--- src/rtl/csdma_pkg.sv ---
package csdma_pkg;

  typedef enum logic [2:0] {
    ST_IDLE,
    ST_REQ,
    ST_SRC,
    ST_DST,
    ST_REL,
    ST_DONE
  } st_e;

  localparam logic [1:0] RA_CTRL = 2'd0;
  localparam logic [1:0] RA_DEV  = 2'd1;
  localparam logic [1:0] RA_MEM  = 2'd2;
  localparam logic [1:0] RA_CNT  = 2'd3;

  localparam int CB_START = 0;
  localparam int CB_DIR   = 1;
  localparam int CB_CLR   = 2;

endpackage

--- src/rtl/csdma_csr.sv ---
module csdma_csr
  import csdma_pkg::*;
#(
  parameter int AW = 16,
  parameter int CW = 16,
  parameter int RW = (AW > CW) ? AW : CW
) (
  input  logic          clk,
  input  logic          rst,
  input  logic          cfg_wr,
  input  logic [1:0]    cfg_addr,
  input  logic [RW-1:0] cfg_wdata,
  output logic [RW-1:0] cfg_rdata,
  input  logic          busy,
  input  logic          step,
  input  logic          done_pulse,
  output logic          start_go,
  output logic          dir,
  output logic [AW-1:0] dev_addr,
  output logic [AW-1:0] mem_addr,
  output logic [CW-1:0] count,
  output logic          cnt_zero,
  output logic          irq
);

  logic          wr_ok;
  logic          ctrl_wr;
  logic          clr_go;
  logic [RW-1:0] rd_nxt;

  // writes are only accepted while the engine is idle
  assign wr_ok    = cfg_wr && !busy;
  assign ctrl_wr  = wr_ok && (cfg_addr == RA_CTRL);
  assign start_go = ctrl_wr && cfg_wdata[CB_START];
  assign clr_go   = ctrl_wr && cfg_wdata[CB_CLR];
  assign cnt_zero = (count == '0);

  always_comb begin
    rd_nxt = '0;
    case (cfg_addr)
      RA_CTRL: begin
        rd_nxt[CB_START] = busy;
        rd_nxt[CB_DIR]   = dir;
        rd_nxt[CB_CLR]   = irq;
      end
      RA_DEV:  rd_nxt = RW'(dev_addr);
      RA_MEM:  rd_nxt = RW'(mem_addr);
      default: rd_nxt = RW'(count);
    endcase
  end

  always_ff @(posedge clk) begin
    if (rst) begin
      dir       <= 1'b0;
      dev_addr  <= '0;
      mem_addr  <= '0;
      count     <= '0;
      irq       <= 1'b0;
      cfg_rdata <= '0;
    end else begin
      if (ctrl_wr) dir <= cfg_wdata[CB_DIR];
      if (wr_ok && (cfg_addr == RA_DEV)) dev_addr <= cfg_wdata[AW-1:0];
      if (step) begin
        mem_addr <= mem_addr + AW'(1);
        count    <= count - CW'(1);
      end else begin
        if (wr_ok && (cfg_addr == RA_MEM)) mem_addr <= cfg_wdata[AW-1:0];
        if (wr_ok && (cfg_addr == RA_CNT)) count    <= cfg_wdata[CW-1:0];
      end
      if (done_pulse)  irq <= 1'b1;
      else if (clr_go) irq <= 1'b0;
      cfg_rdata <= rd_nxt;
    end
  end

  AST_DEV_LOCKED: assert property (@(posedge clk) disable iff (rst)
    (busy && cfg_wr && cfg_addr == RA_DEV) |=> $stable(dev_addr));
  AST_CNT_LOCKED: assert property (@(posedge clk) disable iff (rst)
    (busy && cfg_wr && cfg_addr == RA_CNT && !step) |=> $stable(count));
  AST_IRQ_STICKY: assert property (@(posedge clk) disable iff (rst)
    (irq && !(cfg_wr && cfg_addr == RA_CTRL && cfg_wdata[CB_CLR])) |=> irq);

endmodule

--- src/rtl/csdma_fsm.sv ---
module csdma_fsm
  import csdma_pkg::*;
(
  input  logic clk,
  input  logic rst,
  input  logic start_go,
  input  logic cnt_zero,
  input  logic bus_gnt,
  input  logic bus_ack,
  output st_e  state,
  output logic busy,
  output logic step,
  output logic done_pulse,
  output logic hold_cap,
  output logic bus_req,
  output logic bus_valid,
  output logic bus_we
);

  st_e nxt;

  always_comb begin
    nxt = state;
    case (state)
      ST_IDLE: if (start_go) nxt = cnt_zero ? ST_DONE : ST_REQ;
      ST_REQ:  if (bus_gnt)  nxt = ST_SRC;
      ST_SRC:  if (bus_ack)  nxt = ST_DST;
      ST_DST:  if (bus_ack)  nxt = ST_REL;
      ST_REL:  nxt = cnt_zero ? ST_DONE : ST_REQ;
      ST_DONE: nxt = ST_IDLE;
      default: nxt = ST_IDLE;
    endcase
  end

  // bus controls are flops loaded from the next state
  always_ff @(posedge clk) begin
    if (rst) begin
      state     <= ST_IDLE;
      bus_req   <= 1'b0;
      bus_valid <= 1'b0;
      bus_we    <= 1'b0;
    end else begin
      state     <= nxt;
      bus_req   <= (nxt == ST_REQ) || (nxt == ST_SRC) || (nxt == ST_DST);
      bus_valid <= (nxt == ST_SRC) || (nxt == ST_DST);
      bus_we    <= (nxt == ST_DST);
    end
  end

  assign busy       = (state != ST_IDLE);
  assign step       = (state == ST_DST) && bus_ack;
  assign hold_cap   = (state == ST_SRC) && bus_ack;
  assign done_pulse = (state == ST_DONE);

  AST_REQ_HELD: assert property (@(posedge clk) disable iff (rst)
    (bus_req && !bus_gnt && !bus_valid) |=> bus_req);
  AST_GNT_FIRST: assert property (@(posedge clk) disable iff (rst)
    $rose(bus_valid) |-> $past(bus_gnt));
  AST_REQ_DROP: assert property (@(posedge clk) disable iff (rst)
    (bus_valid && bus_we && bus_ack) |=> !bus_req);
  AST_WAIT_HOLD: assert property (@(posedge clk) disable iff (rst)
    (bus_valid && !bus_ack) |=> (bus_valid && $stable(bus_we)));
  AST_ZERO_DONE: assert property (@(posedge clk) disable iff (rst)
    (start_go && cnt_zero) |=> (state == ST_DONE && !bus_req));

endmodule

--- src/rtl/csdma_hold.sv ---
module csdma_hold #(
  parameter int DW = 32
) (
  input  logic          clk,
  input  logic          rst,
  input  logic          cap,
  input  logic [DW-1:0] din,
  output logic [DW-1:0] dout
);

  always_ff @(posedge clk) begin
    if (rst)      dout <= '0;
    else if (cap) dout <= din;
  end

endmodule

--- src/rtl/csdma_engine.sv ---
module csdma_engine
  import csdma_pkg::*;
#(
  parameter int AW = 16,
  parameter int DW = 32,
  parameter int CW = 16
) (
  input  logic                         clk,
  input  logic                         rst,
  input  logic                         cfg_wr,
  input  logic [1:0]                   cfg_addr,
  input  logic [((AW>CW)?AW:CW)-1:0]   cfg_wdata,
  output logic [((AW>CW)?AW:CW)-1:0]   cfg_rdata,
  output logic                         irq,
  output logic                         bus_req,
  input  logic                         bus_gnt,
  output logic                         bus_valid,
  output logic                         bus_we,
  output logic [AW-1:0]                bus_addr,
  output logic [DW-1:0]                bus_wdata,
  input  logic [DW-1:0]                bus_rdata,
  input  logic                         bus_ack
);

  localparam int RW = (AW > CW) ? AW : CW;

  st_e           state;
  logic          busy, step, done_pulse, hold_cap;
  logic          start_go, dir, cnt_zero;
  logic [AW-1:0] dev_addr, mem_addr;
  logic [CW-1:0] count;

  csdma_csr #(.AW(AW), .CW(CW), .RW(RW)) u_csr (
    .clk        (clk),
    .rst        (rst),
    .cfg_wr     (cfg_wr),
    .cfg_addr   (cfg_addr),
    .cfg_wdata  (cfg_wdata),
    .cfg_rdata  (cfg_rdata),
    .busy       (busy),
    .step       (step),
    .done_pulse (done_pulse),
    .start_go   (start_go),
    .dir        (dir),
    .dev_addr   (dev_addr),
    .mem_addr   (mem_addr),
    .count      (count),
    .cnt_zero   (cnt_zero),
    .irq        (irq)
  );

  csdma_fsm u_fsm (
    .clk        (clk),
    .rst        (rst),
    .start_go   (start_go),
    .cnt_zero   (cnt_zero),
    .bus_gnt    (bus_gnt),
    .bus_ack    (bus_ack),
    .state      (state),
    .busy       (busy),
    .step       (step),
    .done_pulse (done_pulse),
    .hold_cap   (hold_cap),
    .bus_req    (bus_req),
    .bus_valid  (bus_valid),
    .bus_we     (bus_we)
  );

  csdma_hold #(.DW(DW)) u_hold (
    .clk  (clk),
    .rst  (rst),
    .cap  (hold_cap),
    .din  (bus_rdata),
    .dout (bus_wdata)
  );

  // source first, destination second; direction swaps the two
  always_comb begin
    case (state)
      ST_SRC:  bus_addr = dir ? mem_addr : dev_addr;
      ST_DST:  bus_addr = dir ? dev_addr : mem_addr;
      default: bus_addr = '0;
    endcase
  end

  AST_PTR_STEP: assert property (@(posedge clk) disable iff (rst)
    (bus_valid && bus_we && bus_ack) |=> (mem_addr == $past(mem_addr) + AW'(1)));
  AST_ADDR_HOLD: assert property (@(posedge clk) disable iff (rst)
    (bus_valid && !bus_ack) |=> $stable(bus_addr));
  AST_DEV_SIDE: assert property (@(posedge clk) disable iff (rst)
    (bus_valid && (bus_we == dir)) |-> (bus_addr == dev_addr));

endmodule

--- config.mk ---
export PLATFORM = sky130hd
export DESIGN_NAME = csdma_engine
export DESIGN_NICKNAME = d
export VERILOG_FILES = /design/src/rtl/csdma_pkg.sv /design/src/rtl/csdma_csr.sv /design/src/rtl/csdma_fsm.sv /design/src/rtl/csdma_hold.sv /design/src/rtl/csdma_engine.sv
export SDC_FILE = /design/constraint.sdc
export NUM_CORES = 1
export LEC_CHECK = 0
export ABC_CLOCK_PERIOD_IN_PS = 2450
export BUFFER_PORTS_ARGS = -buffer_cell sky130_fd_sc_hd__buf_2
export CELL_PAD_IN_SITES_DETAIL_PLACEMENT = 1
export CELL_PAD_IN_SITES_GLOBAL_PLACEMENT = 1
export CORE_ASPECT_RATIO = 1.4
export CORE_MARGIN = 4
export CORE_UTILIZATION = 37
export DETAILED_ROUTE_END_ITERATION = 7
export GPL_ROUTABILITY_DRIVEN = 0
export PLACE_DENSITY_LB_ADDON = 0.12
export SYNTH_ARGS = -nofsm -noshare
export SYNTH_HDL_FRONTEND = slang
export SYNTH_SLANG_ARGS = --single-unit
export TNS_END_PERCENT = 1
--- constraint.sdc ---
create_clock -name clk -period 2.45 [get_ports clk]
set_input_delay 0.1225 -clock clk [delete_from_list [all_inputs] [get_ports clk]]
set_output_delay 0.1225 -clock clk [all_outputs]
set_load 0.01 [all_outputs]
==> impl_metrics.csv <==
group,metric,value,unit
run_status,run_status,"complete, no violations",
drt,wirelength,18.35,mm
clock_network,cts_tree,"done",
global_route,grt_pass1_wl,29.53,mm
die,die_w,105.6,um
run,max-cap-violations,0,
synthesis,syn_nets,686,
placement,placed_area,5752,um2
final_layout,nNetsFinal,794,
die,initial_core_util,0.3815,
final_layout,mostFrequentLayoutCell,"nand2_1",
global_route,antenna_found_initial,0,
global_route,first_global_vias,5476,
global_route,grt_use_total,0.2449,
drt,avgViaCountPerCell,5.646,
drt,ant_nets,0,
worst_hold_path,min_path_cells,3,
sta,rsz0062_at_grt,"false",
sta,tightest_slew,712.0,ps
worst_hold_path,holdPathEnd,"u_hold.dout[30]",
final_layout,nFillCells,1618,
setup_path,critical_path.max_fanout,14,
sta,final.setup_skew,8.543,ps
die,core_region_area,12940,um2
setup_path,r2r_slack,320,ps
clock_network,htree_levels,3,
synthesis,ys_ff_latch,104,
sta,fin_crit_sh,0.8691,
worst_hold_path,min-delay-start,"bus_rdata[30]",
global_route,grt.busiest_layer,"met2",
drt,vias,5189,
power_and_ir_drop,powerDensity,610.3,nW/um2
synthesis,async_reset_ff_frac,0,
clock_network,cts.sinks,104,
placement,dp_cells,903,
setup_path,rr_startpoint,"u_fsm.state[0]",
die,io_pins,123,
setup_path,arrival,2410,ps
synthesis,ys_seq_area_frac,0.4219,
synthesis,synth_edf_count,0,
final_layout,syn2layout_area_growth,22.67,%
setup_path,regToRegEndpoint,"u_csr.mem_addr[9]",
setup_path,crit_type,"reg -> reg",
drt,drc,0,
die,dieArea,15280,um2
global_route,grt_max_degree,38,
placement,dp_hpwl,13.57,mm
synthesis,synth_cell_types,55,
synthesis,netlist_instances,628,
synthesis,ys.flop_type,"dfxtp_1",
clock_network,post_cts_buffers,0,
clock_network,cts_resized,0,
final_layout,layout.cells.non_filler,919,
setup_path,r2r_cells,4,
final_layout,drive_gt1_frac,0.2429,
die,num_rows,49,
sta,whs,5.317,ps
synthesis,avgSynthCellArea,7.858,um2
global_route,gr-usage-met3,0.05494,
sta,hold_viol,0,
sta,fmax,0.4697,GHz
clock_network,insertion_delay,350,ps
sta,slew_headroom,0.5253,
setup_path,crit_path_end_kind,"flop",
drt,drt_first_pass_iters,4,
clock_network,cts_buffer_depth,2,
setup_path,required,2730,ps
drt,drt_iter0_drc,211,
worst_hold_path,hp-class,"in -> reg",
clock_network,cts_made_buffers,9,
global_route,met2_usage,0.4267,
setup_path,critPathLaunchType,"flop",
die,die_y,144.6,um
sta,drv_slew,0,
placement,io_buffers,122,
sta,fin_setup_tns,0,ps
sta,period_minus_slack,2129,ps
synthesis,netlist_area,4935,um2
final_layout,final_cell_mix,"161 x nand2_1, 122 x buf_2, 104 x dfxtp_1",
clock_network,clk_pin_slew,70,ps
clock_network,clockRootBuffer,"clkbuf_16",
final_layout,diodes,0,
synthesis,yosys_warnings,0,
global_route,gr-usage-met1,0.2677,
power_and_ir_drop,ir_drop,271.3,uV
final_layout,design_area,6053,um2
power_and_ir_drop,p_leak,2.378,nW
final_layout,seq_area,2082,um2
final_layout,multiInputGateArea,2664,um2
clock_network,cts_hold_buf,0,
drt,post_drt_wl_per_cell,19.97,um
sta,setup_viol,0,
global_route,grt.overflow.total,0,
[final cells by class]
cell class	count	share of cell area
Multi-Input combinational cell	473	0.4401
Sequential cell	104	0.3439
Timing Repair Buffer	142	0.1257
Clock buffer	9	0.03721
Tap cell	178	0.03679
Clock inverter	7	0.01261
Inverter	6	0.003721
[how the worst max path moves through the flow]
stage                   startpoint                 to  slack [ps]  cells past startpoint
floorplan           u_csr.count[2]    u_csr.count[13]         510                      5
global placement    u_fsm.state[0]  u_csr.mem_addr[9]         430                      4
detailed placement  u_fsm.state[0]    u_csr.count[15]         380                      4
CTS                 u_fsm.state[0]        bus_addr[8]         310                      5
global route        u_fsm.state[0]  u_csr.mem_addr[9]         120                      4
finish              u_fsm.state[0]  u_csr.mem_addr[9]         320                      4
[synthesized netlist by cell type (3+ instances only)]
| master | count | share of area |
|---|---|---|
| a211oi_1 | 6 | 0.0091 |
| a21boi_0 | 3 | 0.0046 |
| a21oi_1 | 79 | 0.080 |
| a221oi_1 | 3 | 0.0053 |
| a22oi_1 | 19 | 0.029 |
| a2bb2oi_1 | 5 | 0.0089 |
| a311oi_1 | 3 | 0.0053 |
| a31oi_1 | 18 | 0.023 |
| and2_1 | 5 | 0.0063 |
| and3_1 | 3 | 0.0038 |
| buf_1 | 5 | 0.0038 |
| buf_2 | 4 | 0.0041 |
| clkbuf_1 | 35 | 0.027 |
| dfxtp_1 | 104 | 0.42 |
| ha_1 | 3 | 0.0076 |
| inv_1 | 6 | 0.0046 |
| mux2_2 | 12 | 0.027 |
| nand2_1 | 161 | 0.12 |
| nand2b_1 | 6 | 0.0076 |
| nand3_1 | 21 | 0.021 |
| nand4_1 | 4 | 0.0051 |
| nor2_1 | 33 | 0.025 |
| nor2b_1 | 7 | 0.0089 |
| nor3_1 | 7 | 0.0071 |
| nor4_1 | 8 | 0.010 |
| o211ai_1 | 8 | 0.012 |
| o21ai_0 | 5 | 0.0051 |
| o311ai_0 | 4 | 0.0071 |
| or3_1 | 8 | 0.010 |
| or4_1 | 8 | 0.012 |
| xnor2_1 | 3 | 0.0053 |
| xor2_1 | 3 | 0.0053 |
[flip-flops by register name (all words and copies together), names as in the netlist]
signal / cells
u_csr.cfg_rdata: 16
u_csr.count: 16
u_csr.dev_addr: 16
u_csr.dir: 1
u_csr.irq: 1
u_csr.mem_addr: 16
u_fsm.bus_req: 1
u_fsm.bus_valid: 1
u_fsm.bus_we: 1
u_fsm.state: 3
u_hold.dout: 32
[cell families (layout without fill, tap and decap cells)]
group           count (synthesis)  after routing  synth area share
fa+ha+maj                       3              3          0.007607
flops                         104            104            0.4219
mux                            17             17           0.04589
simple gates                  285            285            0.2680
buf+inv                        51            164           0.04133
xor+xnor                        6              6           0.01065
compound gates                162            162            0.2046
[power breakdown]
part	internal (mW)	switching [mW]	leakage (nW)	total [mW]
clock network	0.803	0.694	0.143	1.50
registers	1.73	0.0586	0.842	1.79
logic	0.156	0.250	1.39	0.406
total	2.69	1.00	2.38	3.69
[metal layers]
| metal | vias up | wire length, um |
|---|---|---|
| met5 | - | 0 |
| met4 | 0 | 1185 |
| met3 | 50 | 1181 |
| met2 | 175 | 9107 |
| met1 | 2519 | 6878 |
| li1 | 2445 | - |
[through the flow]
step | worst slack (ps) | power (mW) | util
3_5_place_dp | 381.3 | 2.236 | 0.4446
6_report | 320.8 | 3.695 | 0.4679
3_3_place_gp | 432.3 | 2.222 | 0.4446
5_1_grt | 118.0 | 3.847 | 0.4679
4_1_cts | 312.7 | 3.725 | 0.4679
2_1_floorplan | 505.6 | 2.040 | -
[worst max-delay path: stages (launching register included)]
cell,delay (ps)
dfxtp_1,660
and4b_1,500
nand2b_1,230
or4_1,510
a31oi_1,160
No activity file was read; power rests on OpenSTA's default activity.
